### config.mk
export PLATFORM = sky130hd
export DESIGN_NAME = pwm_deadband
export DESIGN_NICKNAME = d
export VERILOG_FILES = /design/src/rtl/pwm_deadband.sv
export SDC_FILE = /design/constraint.sdc
export NUM_CORES = 1
export LEC_CHECK = 0
export ABC_AREA = 1
export ABC_CLOCK_PERIOD_IN_PS = 4900
export BUFFER_PORTS_ARGS = -buffer_cell sky130_fd_sc_hd__clkbuf_2
export CAP_MARGIN = 20
export CORE_ASPECT_RATIO = 0.9
export CORE_MARGIN = 3
export CORE_UTILIZATION = 40
export CTS_BUF_LIST = sky130_fd_sc_hd__clkbuf_4 sky130_fd_sc_hd__clkbuf_8
export DETAILED_ROUTE_END_ITERATION = 6
export PLACE_DENSITY = 0.57
export SYNTH_ARGS = -nofsm -noshare
export SYNTH_HDL_FRONTEND = slang
export SYNTH_SLANG_ARGS = --single-unit
### constraint.sdc
create_clock -name clk -period 4.9 [get_ports clk]
set_clock_uncertainty 0.1 [all_clocks]
set_input_delay 0.735 -clock clk [delete_from_list [all_inputs] [get_ports clk]]
set_output_delay 0.735 -clock clk [all_outputs]
set_load 0.05 [all_outputs]
### src/rtl/pwm_deadband.sv
module pwm_deadband #(
  parameter int DLY_W = 10
) (
  input  logic             clk,
  input  logic             rst_n,
  input  logic             in_a,
  input  logic             in_b,
  input  logic [1:0]       src_sel,
  input  logic [1:0]       pol_sel,
  input  logic [1:0]       out_mode,
  input  logic [DLY_W-1:0] rise_dly,
  input  logic [DLY_W-1:0] fall_dly,
  output logic             out_a,
  output logic             out_b
);

  localparam logic [DLY_W-1:0] ONE = {{(DLY_W-1){1'b0}}, 1'b1};

  logic rise_src, fall_src;
  logic rise_prev, rise_q, fall_prev, fall_q;
  logic a_q, b_q;
  logic [DLY_W-1:0] rise_cnt, rise_lat, fall_cnt, fall_lat;

  assign rise_src = src_sel[0] ? in_b : in_a;
  assign fall_src = src_sel[1] ? in_b : in_a;

  always_ff @(posedge clk or negedge rst_n) begin
    if (!rst_n) begin
      rise_prev <= 1'b0;
      rise_q    <= 1'b0;
      rise_cnt  <= '0;
      rise_lat  <= '0;
    end else begin
      rise_prev <= rise_src;
      if (!rise_src) begin
        rise_q   <= 1'b0;
        rise_cnt <= '0;
      end else if (!rise_prev) begin
        rise_lat <= rise_dly;
        rise_cnt <= ONE;
        rise_q   <= (rise_dly == '0);
      end else if (!rise_q) begin
        if (rise_cnt >= rise_lat) rise_q <= 1'b1;
        else rise_cnt <= rise_cnt + ONE;
      end
    end
  end

  always_ff @(posedge clk or negedge rst_n) begin
    if (!rst_n) begin
      fall_prev <= 1'b0;
      fall_q    <= 1'b0;
      fall_cnt  <= '0;
      fall_lat  <= '0;
    end else begin
      fall_prev <= fall_src;
      if (fall_src) begin
        fall_q   <= 1'b1;
        fall_cnt <= '0;
      end else if (fall_prev) begin
        fall_lat <= fall_dly;
        fall_cnt <= ONE;
        fall_q   <= (fall_dly != '0);
      end else if (fall_q) begin
        if (fall_cnt >= fall_lat) fall_q <= 1'b0;
        else fall_cnt <= fall_cnt + ONE;
      end
    end
  end

  always_ff @(posedge clk or negedge rst_n) begin
    if (!rst_n) begin
      a_q <= 1'b0;
      b_q <= 1'b0;
    end else begin
      a_q <= in_a;
      b_q <= in_b;
    end
  end

  assign out_a = (out_mode[0] ? rise_q : a_q) ^ pol_sel[0];
  assign out_b = (out_mode[1] ? fall_q : b_q) ^ pol_sel[1];

endmodule


* Yosys cells after proc, flatten, opt, wreduce, memory -nomap -nowiden
Cells that the tools add are included. Widths: inputs -> output; s select.
Storage, ports and cells: register bits 46, output and inout port bits 2
Cells by class: $add $sub $neg 2, magnitude comparators 2, equality and inequality tests 3, mux-type cells 20, bitwise operators 4, reductions and logical operators 7
Operators by type and width (count):
- $mux 10 | 8
- $add 10x1->10 const B | 2
- $ge 10x10->1 | 2
- $mux 1 | 12
- $logic_not 10->1 | 1
- $reduce_bool 10->1 | 1
- $ne 3x3->1 const B | 3
- $reduce_and 2->1 | 4
- $reduce_bool 3->1 | 1
- $not 1->1 | 2
- $xor 1x1->1 | 2

* Longest topological paths before layout
Gate-level depths: netlist (run 1).
depth in word-level cells 5, depth in mapped cells 11, mapped depth without buffers 11

* Worst setup path after synthesis (run 1)
OpenSTA, ideal clock, no wires.
path kind input to output, start in out_mode[0], end out out_a, arrival 1.675 ns, setup slack 2.390 ns, stages 2, path buffers 0, cells stage by stage mux2i_1 -> xnor2_1
On the way: word-level cells in the longest chain between the ends 2
RTL lines:
- start, declared | line 10 | input logic [1:0] out_mode,
- $mux 1 | line 81 | assign out_a = (out_mode[0] ? rise_q : a_q) ^ pol_sel[0];
- $xor 1x1->1 | line 81
- end, declared | line 13 | output logic out_a,
No other way between the ends.

* Worst setup path after layout (run 1)
start in out_mode[1], end out out_b
On the way: word-level cells in the longest chain between the ends 2
RTL lines:
- $mux 1 | line 82 | assign out_b = (out_mode[1] ? fall_q : b_q) ^ pol_sel[1];
- $xor 1x1->1 | line 82
- end, declared | line 14 | output logic out_b
No other way between the ends.

==> impl_metrics.yaml, run 1 <==
final_layout:
  finalNonFillerCells: 500
  final_cell_mix: "nand2_1 (107), inv_1 (49), dfrtp_1 (46)"
  nNetsFinal: 461
  layout_commonest_cell: "nand2_1"
  area_growth_pct: 10.32
  layout-drive-gt1-share_pct: 15.12
  final_util_pct: 47.18
  n_fill_cell: 718
  num_antenna_cells: 0
floorplan:
  die_h_um: 87.08
  dieArea_mm2: 0.008367
  die_w_um: 96.09
  core-area_mm2: 0.006832
  ioPinCount: 32
  initial_core_util_pct: 42.77
  core.rowCount: 28
worst_setup_path:
  r2r_start: "rise_cnt[7]$_DFFE_PN0P_"
  cp.arrival_ns: 1.45
  path_depth: 4
  worst_setup_path_start_kind: "input port"
  worst_path_max_delay_cell: "clkbuf_2"
  worstSetupPathType: "in2out"
  cp-end-kind: "primary output"
  critPathMaxStageDelay_ns: 0.29
  crit_buf_inv: 2
  path_common_cell: "clkbuf_2"
  crit_chain: "clkbuf_2 > mux2i_1 > xnor2_1 > clkbuf_2"
  timing.rr.end: "rise_q$_DFF_PN0_"
  rrSetupSlack_ns: 2.68
  path_max_fanout: 1
  cp_top_family: "buffers and inverters"
  reg2regPathDepth: 7
  critPathRequiredTime_ns: 4.07
yosys:
  synthCells: 378
  syn_nets: 430
  synthDistinctLibCells: 33
  synth_top_area_cell: "dfrtp_1"
  yosys-top-cells-area: "dfrtp_1 (39%), nand2_1 (14%), ha_1 (9.4%)"
  synthArstFlopShare_pct: 100.0
  synth_seq_area_share_pct: 39.40
  synth_top_area_share_pct: 39.40
  synth_edf_count: 0
  yosys_warnings: 0
  ys_seq_elements: 46
  syn_area_per_cell_um2: 7.729
  dominantRegCellSynth: "dfrtp_1"
  syn-cell-area_mm2: 0.002922
power:
  report.power.total_uw: 863.9
  powerDensity_mw_per_mm2: 268.0
  peakVddDrop_mv: 0.1081
  power_leakage_nw: 1.704
sta:
  tightest_slew_ns: 0.6244
  slew_violations: 0
  period_needed_ns: 2.284
  rsz0062_at_grt: "no"
  setup_violations: 0
  slew_headroom_pct: 58.37
  fin_crit_sh_pct: 46.62
  holdWs_ns: 0.4098
  hold_violations: 0
  clock.fmax_mhz: 437.8
  setup_tns_ns: 0
route:
  wl_per_cell_um: 12.33
  drtAntennaViolNets: 0
  drt_iter0_drc: 132
  drc: 0
  vias: 2420
  wirelength_um: 6165
  vias_per_cell: 4.840
  drt_first_pass_iters: 4
grt:
  gr-total-overflow: 0
  grt_pass1_wl_um: 10720
  grt_pass1_vias: 2201
  grt_max_degree: 47
  antenna_found_initial: 0
  track_usage_pct: 16.56
cts:
  cts_buffer_depth: 2
  cts_root_buf: "clkbuf_8"
  path_clk_slew_ns: 0.09
  cts_tree: "done"
  holdBufCountCts: 0
  cts_num_sinks: 46
  cts_resized: 0
  clk_latency_ns: 0.31
  cts_setup_buffers: 0
  htreeDepth: 2
  cts_buffers: 5
run:
  maxCapViolCount: 0
worst_hold_path:
  holdCritPathClass: "in2async"
placed_design:
  dpl.hpwl_um: 4547
  place.gp.congestion: 0.8389
  port_buffers: 31
  dp_cells: 492
status:
  outcome: "complete, no violations"
-- layout make-up --
cell class	instances	area [um2]	share of cell area [%]
clock inverters	1	5.005	0.1553
well taps	90	112.6	3.494
repair buffers	32	162.7	5.047
inverters	51	193.9	6.017
flip-flops and latches	46	1151	35.71
multi-input cells	273	1508	46.78
clock buffers	7	90.09	2.795
-- cells by family after synthesis --
logic type / synth area share, %
multiplexers: 1.071
adder cells (fa/ha/maj): 9.422
AO/OA/AOI/OAI: 7.795
AND/OR/NAND/NOR: 31.52
buffers and inverters: 8.994
XOR/XNOR: 1.799
flip-flops: 39.40
-- state kept, by name, summed over array words and instances, names as in the netlist --
register,flops
rise_cnt,10
fall_prev,1
rise_prev,1
b_q,1
rise_lat,10
fall_cnt,10
fall_q,1
a_q,1
fall_lat,10
rise_q,1
-- stage by stage --
step,setup slack (ns),instance area [um2]
3_3_place_gp,2.625,3128
6_report,2.616,3223
5_1_grt,2.454,3223
2_1_floorplan,2.390,2922
4_1_cts,2.602,3223
3_5_place_dp,2.602,3128
-- worst register-to-register path, cell delays in order (launching register included) --
cell	delay (ns)
dfrtp_1	0.46
ha_1	0.35
a21oi_1	0.15
nor2_1	0.05
nor2_1	0.12
nand3_1	0.40
nand2_2	0.36
o31ai_1	0.11
-- cell usage after synthesis, types with 2 or more instances --
cell type,n
xnor2_1,4
buf_6,3
nor3_1,3
nand2_2,2
nand3_1,39
mux2i_1,2
ha_1,22
nand4_1,5
o21ai_0,12
nand2_1,107
or2_2,2
o21bai_1,2
buf_4,4
xor2_1,2
dfrtp_1,46
nor4_1,4
inv_1,49
a21oi_1,7
nor2_4,4
o21ai_2,9
nor2_1,38
-- metal layers --
| metal | global-route usage (%) | part of all wire (%) |
|---|---|---|
| met1 | 26.86 | 55 |
| met2 | 21.82 | 39 |
| met3 | 2.852 | 4.3 |
| met4 | 5.039 | 1.2 |
| met5 | 0 | 0 |
-- how the worst max path moves through the flow --
stage | from | to
final | out_mode[1] | out_b
after global routing | rise_cnt[0]$_DFFE_PN0P_ | rise_cnt[3]$_DFFE_PN0P_
after CTS | out_mode[1] | out_b
after detailed placement | out_mode[1] | out_b
after global placement | out_mode[0] | out_a
after floorplan | out_mode[0] | out_a
-- where the power goes --
group / total (mW) / internal, mW / switching [mW] / leakage [nW]
registers: 0.438 / 0.416 / 0.0222 / 0.586
logic: 0.172 / 0.0621 / 0.110 / 1.07
clock network: 0.254 / 0.120 / 0.134 / 0.0517
Power figures use the tool's default switching activity.
==> run 2: changes to the inputs <==
==> config.mk (replaced) <==
export PLATFORM = sky130hd
export DESIGN_NAME = pwm_deadband
export DESIGN_NICKNAME = d
export VERILOG_FILES = /design/src/rtl/pwm_deadband.sv
export SDC_FILE = /design/constraint.sdc
export NUM_CORES = 1
export LEC_CHECK = 0
export ABC_AREA = 0
export ABC_CLOCK_PERIOD_IN_PS = 2200
export BUFFER_PORTS_ARGS = -buffer_cell sky130_fd_sc_hd__clkbuf_2
export CAP_MARGIN = 20
export CORE_ASPECT_RATIO = 0.9
export CORE_MARGIN = 3
export CORE_UTILIZATION = 40
export CTS_BUF_LIST = sky130_fd_sc_hd__clkbuf_4 sky130_fd_sc_hd__clkbuf_8
export DETAILED_ROUTE_END_ITERATION = 6
export PLACE_DENSITY = 0.58
export SYNTH_ARGS = -nofsm -noshare
export SYNTH_HDL_FRONTEND = slang
export SYNTH_SLANG_ARGS = --single-unit
==> constraint.sdc (replaced) <==
create_clock -name clk -period 2.2 [get_ports clk]
set_clock_uncertainty 0.1 [all_clocks]
set_input_delay 0.33 -clock clk [delete_from_list [all_inputs] [get_ports clk]]
set_output_delay 0.33 -clock clk [all_outputs]
set_load 0.05 [all_outputs]
==> impl_metrics.yaml, run 2 <==
status:
  outcome: "complete, but fails checks"
  violations: "negative setup slack"
power:
  powerDensity_mw_per_mm2: 591.7
  p_seq_share_pct: 49.6
  power.internal_mw: 1.378
  power_leakage_nw: 1.521
  p_sw_share_pct: 29.06
  comb_power_share_pct: 22.2
  peakVddDrop_mv: 0.3497
  switching_power_uw: 564.5
  clock_power_share_pct: 28.2
worst_setup_path:
  path_max_fanout: 7
  worstSetupPathType: "reg2reg"
  r2r_start: "rise_lat[0]$_DFFE_PN0P_"
  timing.rr.end: "rise_cnt[8]$_DFFE_PN0P_"
  worst_setup_path_start_kind: "register"
  critPathRequiredTime_ns: 2.33
  rrSetupSlack_ns: -0.03
  cp-end-kind: "register"
  cp.arrival_ns: 2.36
  reg2regPathDepth: 6
floorplan:
  ioPinCount: 32
  core.rowCount: 26
  die_w_um: 90.29
  die_h_um: 81.86
  initial_core_util_pct: 43.20
  dieArea_mm2: 0.007390
  core-area_mm2: 0.005921
cts:
  cts_root_buf: "clkbuf_8"
  cts_buffer_depth: 2
  cts_tree: "done"
  cts_num_sinks: 46
  htreeDepth: 2
  cts_buffers: 5
  path_clk_slew_ns: 0.09
  clk_latency_ns: 0.30
sta:
  slew_headroom_pct: 63.63
  period_needed_ns: 2.234
  tightest_slew_ns: 0.5456
  rsz0062_at_grt: "yes"
  setup_tns_ns: -0.05506
  setup_violations: 2
  fin_crit_sh_pct: 101.6
  slew_violations: 0
  hold_violations: 0
  clock.fmax_mhz: 447.6
  finalWorstSetupSlack_ns: -0.03423
placed_design:
  place_area_mm2: 0.002985
  dpl.hpwl_um: 4254
  post-place-ws_ns: -0.1174
  port_buffers: 31
  place.gp.congestion: 0.8027
final_layout:
  final_util_pct: 55.45
  layout_commonest_cell: "dfrtp_1"
  final_cell_area_mm2: 0.003283
  final_cell_mix: "dfrtp_1 (45), buf_4 (32), clkbuf_2 (31)"
  num_antenna_cells: 0
  nNetsFinal: 381
  layout-drive-gt1-share_pct: 32.42
  n_fill_cell: 577
  area_growth_pct: 28.38
yosys:
  yosys_warnings: 0
  ys_seq_elements: 46
  synthArstFlopShare_pct: 100.0
  synth_seq_area_share_pct: 45.01
  synthDistinctLibCells: 31
  syn_area_per_cell_um2: 9.761
  synth_most_common_cell: "dfrtp_1"
  synth_edf_count: 0
  synthCells: 262
  synthTopCellsByCount: "dfrtp_1 (46), inv_1 (28), nand2_1 (25), ha_1 (22), o21ai_0 (21)"
  synth_top_area_share_pct: 45.01
  yosys-top-cells-area: "dfrtp_1 (45%), ha_1 (11%), mux2_2 (4.8%)"
  syn-cell-area_mm2: 0.002557
  synth_top_area_cell: "dfrtp_1"
  dominantRegCellSynth: "dfrtp_1"
  syn_nets: 314
route:
  drtAntennaViolNets: 0
  drt_first_pass_iters: 4
  vias_per_cell: 5.225
  wl_per_cell_um: 13.95
  wirelength_um: 5777
  drt_iter0_drc: 119
  vias: 2163
  drc: 0
grt:
  antenna_found_initial: 0
  grt_pass1_wl_um: 9501
  track_usage_pct: 16.04
  grt_max_degree: 28
  gr-total-overflow: 0
  grt_pass1_vias: 2006
worst_hold_path:
  min-delay-start: "in_b"
  holdCritPathClass: "in2reg"
  holdPathStages: 1
  whs_endpoint: "b_q$_DFF_PN0_"
run:
  maxCapViolCount: 0
## run 2: per-layer routing
layer	vias up	share of wire [%]	global-route usage, %
met4	0	0.90	4.740
met1	1032	54	24.43
met5	-	0	0
met3	4	3.4	3.022
met2	35	41	22.97
li1	1092	-	-
## run 2: area by class of cell
class	count	area (um2)	area share, %
inverters	28	105.1	3.201
repair buffers	65	425.4	12.96
multi-input cells	183	1400	42.64
clock inverters	2	12.51	0.3811
well taps	84	105.1	3.201
clock buffers	6	82.58	2.515
flip-flops and latches	46	1152	35.10
## run 2: cell families (layout without fill, tap and decap cells)
logic type               after synthesis  in the layout  share of synthesized area [%]
adder cells (fa/ha/maj)               22             22                          10.76
AND/OR/NAND/NOR                       78             78                          16.29
buffers and inverters                 34            101                          5.088
XOR/XNOR                               3              3                          1.028
AO/OA/AOI/OAI                         61             62                          14.24
flip-flops                            46             46                          45.01
multiplexers                          18             18                          7.583
## run 2: worst max path at each step
stage / from / endpoint / slack, ns / cells past startpoint
4_1_cts: rise_lat[0]$_DFFE_PN0P_ / rise_cnt[6]$_DFFE_PN0P_ / -0.02 / 6
2_1_floorplan: rise_cnt[0]$_DFFE_PN0P_ / rise_cnt[8]$_DFFE_PN0P_ / 0.01 / 7
3_5_place_dp: rise_lat[0]$_DFFE_PN0P_ / rise_cnt[6]$_DFFE_PN0P_ / -0.12 / 6
3_3_place_gp: rise_lat[0]$_DFFE_PN0P_ / rise_cnt[8]$_DFFE_PN0P_ / -0.07 / 6
6_report: rise_lat[0]$_DFFE_PN0P_ / rise_cnt[8]$_DFFE_PN0P_ / -0.03 / 6
5_1_grt: rise_lat[0]$_DFFE_PN0P_ / rise_cnt[8]$_DFFE_PN0P_ / -0.13 / 6
## run 2: critical path, stage by stage (launching register included)
cell      delay (ns)
dfrtp_1         0.39
ha_1            0.29
nand2b_4        0.13
a211o_1         0.28
a211o_4         0.37
or4_4           0.49
a21oi_2         0.12
## run 2: timing repair
| action | 4_1_cts | 5_1_grt |
|---|---|---|
| hold endpoints to repair | 19 | 0 |
| cloned | 1 | 0 |
| setup buffers | 3 | 6 |
| hold buffers | 1 | 0 |
| gates resized for setup | 5 | 26 |
| endpoints found under the setup margin | 14 | 17 |
| pin swaps | 2 | 4 |
## run 2: stage by stage
stage                     std cells  hold slack [ns]  total power [mW]
final                           414          0.06521             1.943
after global routing            414          0.05369             2.054
after CTS                       408          0.05342             1.929
after detailed placement        395           0.2384             1.360
after global placement          395           0.2351             1.349
after floorplan                 262         -0.06559             1.217
## run 2: power by group through the flow
stage	clock (mW)	combinational, mW	sequential [mW]
finish	0.548	0.431	0.964
CTS	0.566	0.398	0.964
global placement	0	0.371	0.977
global route	0.596	0.483	0.976
floorplan	0	0.243	0.974
detailed placement	0	0.378	0.982
==> run 3: changes to the inputs <==
--- a/config.mk
+++ b/config.mk
@@ -14,7 +14,7 @@
 export CORE_UTILIZATION = 40
 export CTS_BUF_LIST = sky130_fd_sc_hd__clkbuf_4 sky130_fd_sc_hd__clkbuf_8
 export DETAILED_ROUTE_END_ITERATION = 6
-export PLACE_DENSITY = 0.58
+export PLACE_DENSITY = 0.6
 export SYNTH_ARGS = -nofsm -noshare
 export SYNTH_HDL_FRONTEND = slang
 export SYNTH_SLANG_ARGS = --single-unit
==> impl_metrics.yaml, run 3 (synthesis gave the netlist of run 2 again) <==
floorplan:
  die_h_um: 81.86
  initial_core_util_pct: 43.20
  core.rowCount: 26
  core-area_mm2: 0.005921
  ioPinCount: 32
  die_w_um: 90.29
  dieArea_mm2: 0.007390
grt:
  grt_max_degree: 29
  grt_pass1_vias: 2020
  grt_pass1_wl_um: 9722
  antenna_found_initial: 0
  gr-total-overflow: 0
  track_usage_pct: 16.54
sta:
  period_needed_ns: 2.269
  slew_headroom_pct: 53.17
  setup_tns_ns: -0.1305
  finalWorstSetupSlack_ns: -0.06927
  fin_crit_sh_pct: 103.1
  tightest_slew_ns: 0.7024
  setup_violations: 2
  slew_violations: 0
  hold_violations: 0
  rsz0062_at_grt: "yes"
  clock.fmax_mhz: 440.7
final_layout:
  final_util_pct: 55.16
  nNetsFinal: 382
  final_cell_area_mm2: 0.003266
  num_antenna_cells: 0
  multi_input_area_mm2: 0.001395
  area_growth_pct: 27.69
  n_fill_cell: 538
  layout-drive-gt1-share_pct: 32.63
  final_cell_mix: "dfrtp_1 (45), buf_4 (33), clkbuf_2 (31)"
  layout_commonest_cell: "dfrtp_1"
  seqCellArea_mm2: 0.001152
power:
  p_sw_share_pct: 28.80
  clock_power_share_pct: 28.6
  powerDensity_mw_per_mm2: 592.9
  comb_power_share_pct: 21.6
  power_leakage_nw: 1.532
  p_seq_share_pct: 49.8
  report.power.total_mw: 1.936
  switching_power_uw: 557.7
  power.internal_mw: 1.378
  peakVddDrop_mv: 0.5377
worst_setup_path:
  critPathMaxStageDelay_ns: 0.49
  cp.arrival_ns: 2.40
  worstSetupPathType: "reg2reg"
  crit_path_start: "rise_lat[0]$_DFFE_PN0P_"
  crit_chain: "ha_1 > nand2b_4 > a211o_1 > a211o_4 > or4_4 > a21oi_2"
  path_max_fanout: 7
  crit_buf_inv: 0
  critPathRequiredTime_ns: 2.33
  cp_top_family: "compound AO/OA/AOI/OAI gates"
  cp-end-kind: "register"
  r2r_start: "rise_lat[0]$_DFFE_PN0P_"
  worst_path_max_delay_cell: "or4_4"
  worst_setup_path_start_kind: "register"
run:
  maxCapViolCount: 0
cts:
  cts_buffer_depth: 2
  cts_root_buf: "clkbuf_8"
  cts_buffers: 5
  cts_num_sinks: 46
  htreeDepth: 2
  clk_latency_ns: 0.30
  cts_tree: "done"
  path_clk_slew_ns: 0.09
route:
  wirelength_um: 5918
  vias: 2195
  wl_per_cell_um: 14.26
  drt_first_pass_iters: 4
  vias_per_cell: 5.289
  drt_iter0_drc: 136
  drc: 0
  drtAntennaViolNets: 0
status:
  violations: "negative setup slack"
  outcome: "complete, but fails checks"
placed_design:
  post-place-ws_ns: -0.1236
  place_area_mm2: 0.003003
  place.gp.congestion: 0.8108
  dpl.hpwl_um: 4350
  port_buffers: 31
worst_hold_path:
  holdCritPathClass: "in2reg"
  min-delay-start: "in_a"
==> run 3: path summary, 6_finish.rpt <==
path	to	slack [ns]	depth (start not counted)
max	rise_cnt[6]$_DFFE_PN0P_	-0.07	6
min	a_q$_DFF_PN0_	0.06	1
max reg2reg	rise_cnt[6]$_DFFE_PN0P_	-0.07	6
min reg2reg	fall_lat[4]$_DFFE_PN0P_	0.41	1
max in group asynchronous	rise_cnt[3]$_DFFE_PN0P_	0.86	3
min in group asynchronous	fall_cnt[7]$_DFFE_PN0P_	0.51	2
==> run 3: final cells by class <==
type / instances / area share, %
Timing Repair Buffer: 65 / 12.64
Inverter: 28 / 3.218
Sequential cell: 46 / 35.29
Tap cell: 84 / 3.218
Clock buffer: 7 / 2.759
Multi-Input combinational cell: 184 / 42.72
Clock inverter: 1 / 0.1533
==> run 3: routing by layer <==
layer	up-vias	part of all wire, %	global-route usage, %
met1	1052	53	24.63
met5	-	0	0
met4	0	1.8	5.810
met2	44	42	23.71
li1	1090	-	-
met3	9	3.7	3.388
==> run 3: what timing repair did <==
item / 4_1_cts / 5_1_grt
endpoints found under the hold margin: 26 / 0
gates cloned: 1 / 1
resized for setup: 4 / 23
setup buffers: 2 / 3
endpoints found under the setup margin: 15 / 19
hold buffers: 1 / 0
pin swaps: 1 / 8
==> run 3: per-stage QoR <==
| stage | hold WS [ns] | cells |
|---|---|---|
| final | 0.06293 | 415 |
| after CTS | 0.06227 | 411 |
| after global placement | 0.3226 | 399 |
| after global routing | 0.04490 | 415 |
| after floorplan | -0.06559 | 262 |
| after detailed placement | 0.3189 | 399 |
==> run 3: power by group through the flow <==
stage	Combinational (mW)	Sequential (mW)	Clock, mW
floorplan	0.243	0.974	0
global placement	0.372	0.977	0
detailed placement	0.381	0.982	0
CTS	0.392	0.965	0.566
global route	0.470	0.976	0.612
finish	0.419	0.964	0.553
